<file path="src/rtl/rssb_core.sv">
module rssb_core #(
  parameter int DATA_W = 16,
  parameter int ADDR_W = 8
) (
  input  logic              clk,
  input  logic              rst_n,
  output logic [ADDR_W-1:0] mem_addr,
  output logic              mem_we,
  output logic [DATA_W-1:0] mem_wdata,
  input  logic [DATA_W-1:0] mem_rdata,
  output logic              halted,
  output logic [DATA_W-1:0] acc_out
);
  localparam logic [ADDR_W-1:0] HALT_ADDR = {ADDR_W{1'b1}};
  localparam logic [ADDR_W-1:0] PC_ADDR   = '0;
  localparam logic [DATA_W-1:0] STEP1     = DATA_W'(1);
  localparam logic [DATA_W-1:0] STEP2     = DATA_W'(2);

  typedef enum logic [2:0] {S_PC, S_INS, S_OPR, S_EXE, S_PCW, S_HALT} state_t;

  state_t            state;
  logic [DATA_W-1:0] acc, pc_q;
  logic [ADDR_W-1:0] opnd;
  logic              brw_q;

  logic [DATA_W:0]   sub_full;
  assign sub_full = {1'b0, mem_rdata} - {1'b0, acc};

  wire [DATA_W-1:0] diff   = sub_full[DATA_W-1:0];
  wire              borrow = sub_full[DATA_W];

  assign halted  = (state == S_HALT);
  assign acc_out = acc;

  always_comb begin
    mem_addr  = PC_ADDR;
    mem_we    = 1'b0;
    mem_wdata = '0;
    case (state)
      S_INS, S_OPR: mem_addr = mem_rdata[ADDR_W-1:0];
      S_EXE: begin
        mem_addr  = opnd;
        mem_we    = 1'b1;
        mem_wdata = diff;
      end
      S_PCW: begin
        mem_we    = 1'b1;
        mem_wdata = pc_q + (brw_q ? STEP2 : STEP1);
      end
      default: ;
    endcase
  end

  always_ff @(posedge clk or negedge rst_n) begin
    if (!rst_n) begin
      state <= S_PC;
      acc   <= '0;
      pc_q  <= '0;
      opnd  <= '0;
      brw_q <= 1'b0;
    end else begin
      case (state)
        S_PC:  state <= S_INS;
        S_INS: begin
          pc_q  <= mem_rdata;
          state <= S_OPR;
        end
        S_OPR: begin
          opnd  <= mem_rdata[ADDR_W-1:0];
          state <= S_EXE;
        end
        S_EXE: begin
          acc   <= diff;
          brw_q <= borrow;
          if (opnd == HALT_ADDR)    state <= S_HALT;
          else if (opnd == PC_ADDR) state <= S_PC;
          else                      state <= S_PCW;
        end
        S_PCW:   state <= S_PC;
        default: state <= S_HALT;
      endcase
    end
  end

  p_fetch_pc_first_r1: assert property (@(posedge clk) disable iff (!rst_n)
    (state == S_PC) |-> (!mem_we && mem_addr == PC_ADDR));

  p_acc_mirrors_write_r2: assert property (@(posedge clk) disable iff (!rst_n)
    (mem_we && state == S_EXE) |=> (acc_out == $past(mem_wdata)));

  p_pc_written_after_exec_r4: assert property (@(posedge clk) disable iff (!rst_n)
    (state == S_EXE && opnd != PC_ADDR && opnd != HALT_ADDR) |=> (mem_we && mem_addr == PC_ADDR));

  p_halt_sticky_r6: assert property (@(posedge clk) disable iff (!rst_n)
    halted |=> halted);

  p_no_write_halted_r6: assert property (@(posedge clk) disable iff (!rst_n)
    halted |-> !mem_we);

  p_acc_frozen_halted_r6: assert property (@(posedge clk) disable iff (!rst_n)
    (halted && $past(halted)) |-> $stable(acc_out));
endmodule

</file>
<file path="config.mk">
export PLATFORM = sky130hd
export DESIGN_NAME = rssb_core
export DESIGN_NICKNAME = d
export VERILOG_FILES = /design/src/rtl/rssb_core.sv
export SDC_FILE = /design/constraint.sdc
export NUM_CORES = 1
export LEC_CHECK = 0
export BUFFER_PORTS_ARGS = -buffer_cell sky130_fd_sc_hd__buf_2
export CAP_MARGIN = 20
export CORE_MARGIN = 3
export CORE_UTILIZATION = 50
export DETAILED_ROUTE_END_ITERATION = 16
export PLACE_DENSITY = 0.82
export SYNTH_ARGS = -nofsm -noshare
export SYNTH_HDL_FRONTEND = slang
export SYNTH_SLANG_ARGS = --single-unit
export TNS_END_PERCENT = 50
</file>
<file path="constraint.sdc">
create_clock -name clk -period 4.3 [get_ports clk]
set_clock_uncertainty 0.2 [all_clocks]
set_input_delay 0.43 -clock clk [delete_from_list [all_inputs] [get_ports clk]]
set_output_delay 0.43 -clock clk [all_outputs]
set_load 0.02 [all_outputs]
</file>
==> key figures <==
Clocking
  – CTS buffer count: 5
  – H-Tree Depth: 2
  – CTS Sinks: 44
  – CTS tree: done
  – Clk slew on worst S/H paths: 90 ps
  – Skew-Pair Late Insertion Delay: 300 ps
  – Root buf cell: clkbuf_8
  – CTS resizes: 0
  – Clock Path Buffers: 2

Worst setup path
  – Reg-to-reg critical path startpoint: state[1]
  – CP Data Required Time: 3670 ps
  – Crit Reg-Reg Endpoint: acc_out[15]
  – CP Max Fanout: 15
  – CP Capture Type: output port
  – R2R Setup Slk: 1750 ps
  – Arrival time worst endpoint: 2610 ps
  – Crit Path Class: reg -> out
  – Startpoint Class: register
  – Cell count of the worst reg-to-reg path: 6

Pwr
  – Total Power: 3085 uW
  – Max IR drop VDD: 0.0003903 V
  – Internal power: 1542 uW
  – Clock power share: 8.6%
  – Leak: 0.001724 uW
  – Switching share of power: 50.00%
  – Pwr Density: 853.4 nW/um^2
  – Psw: 1542 uW
  – Sequential Power Share: 27.9%
  – Gate power share: 63.5%

Floorplan
  – Row count: 28
  – Initial Util: 52.45%
  – Top Ports: 60
  – Die Y: 85.51 um
  – Die W: 85.51 um
  – Die area: 7311 um^2
  – Area of the core region: 6026 um^2

Routing
  – DR vias: 2716
  – WL per Instance: 16.57 um
  – Antenna Violating Nets Remaining: 0
  – DRC viols: 0
  – Drt total wl: 7.639 mm
  – DRT iter0 DRCs: 171
  – Vias per cell: 5.892
  – 1st-pass router iterations: 4

Yosys
  – Synth top area share: 34.84%
  – Mapped Area: 3161 um^2
  – #FFs+latches synth: 44
  – Synth Instances: 329
  – Top-count cell post-synth: dfrtp_1
  – Ys async rst share: 100.0%
  – Syn Nets: 368
  – Sequential fraction of the synthesis area: 34.84%
  – Avg Synthesized Cell Area: 9.606 um^2
  – Synth top area cells: dfrtp_1 35%, mux2_2 8.6%, ha_1 7.5%, o21ai_0 3.3%, nand2_1 3.2%
  – Post-synth top area cell: dfrtp_1
  – Top cells by count, synth: 44 x dfrtp_1, 27 x nand2_1, 24 x mux2_2, 21 x inv_1, 21 x o21ai_0
  – Ys flop type: dfrtp_1
  – Post-synth EDFFs: 0
  – Yosys warns: 0
  – Netlist cell types: 64

Timing
  – Setup_tns: 0 ps
  – Max Fclk: 0.3084 GHz
  – Final hold vios: 0
  – Minimum clock period after layout: 3243 ps
  – Final period utilization: 75.41%
  – Setup-failing EPs final: 0
  – Final Max Slew Viols: 0
  – Slew HR: 49.73%
  – Worst slew pin tran: 754.0 ps
  – RSZ-0062 raised after global routing: no

Worst hold path
  – WHS Endpoint: pc_q[12]
  – Min-delay worst type: in -> reg
  – Worst Min Path Start: mem_rdata[12]
  – Hold Crit Depth: 2

Layout
  – Ant diodes: 0
  – NumNets Final: 424
  – Fin area: 3615 um^2
  – Share of cells above drive strength 1: 27.98%
  – Area growth syn-to-layout: 14.37%
  – Util after Layout: 59.99%
  – Fillers: 516
  – Final Non-Filler Cells: 461

Run status
  – Status: finished, final reports clean

Global routing
  – Vias in the first global route: 2656
  – First-pass GRT wire length: 12.77 mm
  – Initial antenna violation count: 0
  – Largest net degree at the start of global routing: 45
  – Gr ovfl total: 0
  – GRT Util Overall: 21.59%

Placed design
  – Dpl cells: 451
  – Final Wtd Congestion: 0.9709
  – Post-DP HPWL: 5.581 mm
  – Post-DP Area: 3488 um^2
  – I/O Buffers: 59

Flow run
  – Max cap viols: 0
[stage by stage]
| step | setup WS [ps] | hold WS (ps) |
|---|---|---|
| after global routing | 846.7 | 183.1 |
| after global placement | 1262 | 278.7 |
| final | 1057 | 182.1 |
| after detailed placement | 1235 | 287.2 |
| after floorplan | 1490 | -65.59 |
| after CTS | 1062 | 121.5 |
[area by class of cell]
class | instances | area (um^2) | area share (%)
Clock inverter | 2 | 16.27 | 0.4500
Clock buffer | 6 | 72.57 | 2.008
Sequential cell | 44 | 1101 | 30.46
Timing Repair Buffer | 63 | 347.8 | 9.623
Multi-Input combinational cell | 250 | 1904 | 52.68
Inverter | 21 | 78.83 | 2.181
Tap cell | 75 | 93.84 | 2.596
[metal layers]
layer / wire length, um / track usage (%)
met5: 0 / 0
met4: 153 / 7.914
met3: 339 / 2.786
met2: 3693 / 35.31
met1: 3453 / 29.42
[power by group through the flow]
stage               clock (uW)  combinational, uW  sequential (uW)
floorplan                    0               1410              881
global placement             0               1880              846
detailed placement           0               1930              864
CTS                        274               1950              855
global route               288               2150              897
finish                     265               1960              860
[worst max path at each step]
stage | startpoint | slack [ps] | to
after global routing | state[0] | 850 | mem_wdata[15]
after CTS | state[1] | 1060 | mem_wdata[15]
after detailed placement | mem_rdata[0] | 1240 | mem_wdata[14]
final | state[1] | 1060 | mem_wdata[15]
after floorplan | acc_out[0] | 1490 | mem_wdata[8]
after global placement | mem_rdata[0] | 1260 | mem_wdata[14]
[critical path, cell delays in order, from the launching register on]
cell	delay, ps
dfrtp_1	470
and2_1	310
nand2b_1	560
buf_4	320
nor3b_1	80
a221oi_2	310
nand2_1	90
buf_2	170
[flip-flops by register name (all words and copies together), names as in the netlist]
register  count
state         3
pc_q         16
opnd          8
acc_out      16
brw_q         1
[repair_timing]
item,CTS,global route
hold buffers,0,1
hold endpoints to repair,0,22
setup buffers,0,0
[cells by family (layout without fill, tap and decap cells)]
| kind of cell | Yosys count | after routing | synth area share (%) |
|---|---|---|---|
| mux | 25 | 25 | 8.868 |
| fa+ha+maj | 21 | 21 | 8.789 |
| compound gates | 84 | 84 | 19.79 |
| buf+inv | 35 | 92 | 5.067 |
| flops | 44 | 44 | 34.84 |
| simple gates | 99 | 99 | 16.82 |
| xor+xnor | 21 | 21 | 5.819 |
[placed cells by master, fill, tap and decap left out, types with 2 or more instances in the layout]
cell / count
a21o_1: 13
a21oi_1: 7
a21oi_2: 2
a22o_1: 3
a22oi_1: 8
a31oi_1: 3
and2_1: 2
and2b_1: 2
and3_1: 4
and4_1: 3
buf_2: 59
buf_4: 2
clkbuf_8: 5
dfrtp_1: 44
fa_1: 2
ha_1: 19
inv_1: 21
mux2_2: 24
nand2_1: 27
nand2b_1: 5
nand3_1: 9
nand3b_1: 2
nand4_1: 7
nor2_1: 19
nor3_1: 3
nor3b_1: 2
nor3b_2: 2
o211ai_1: 4
o21ai_0: 21
o21ai_1: 3
o22ai_1: 2
or3_1: 2
or4_1: 2
xnor2_1: 11
xor2_1: 10
No activity file was read; power rests on OpenSTA's default activity.
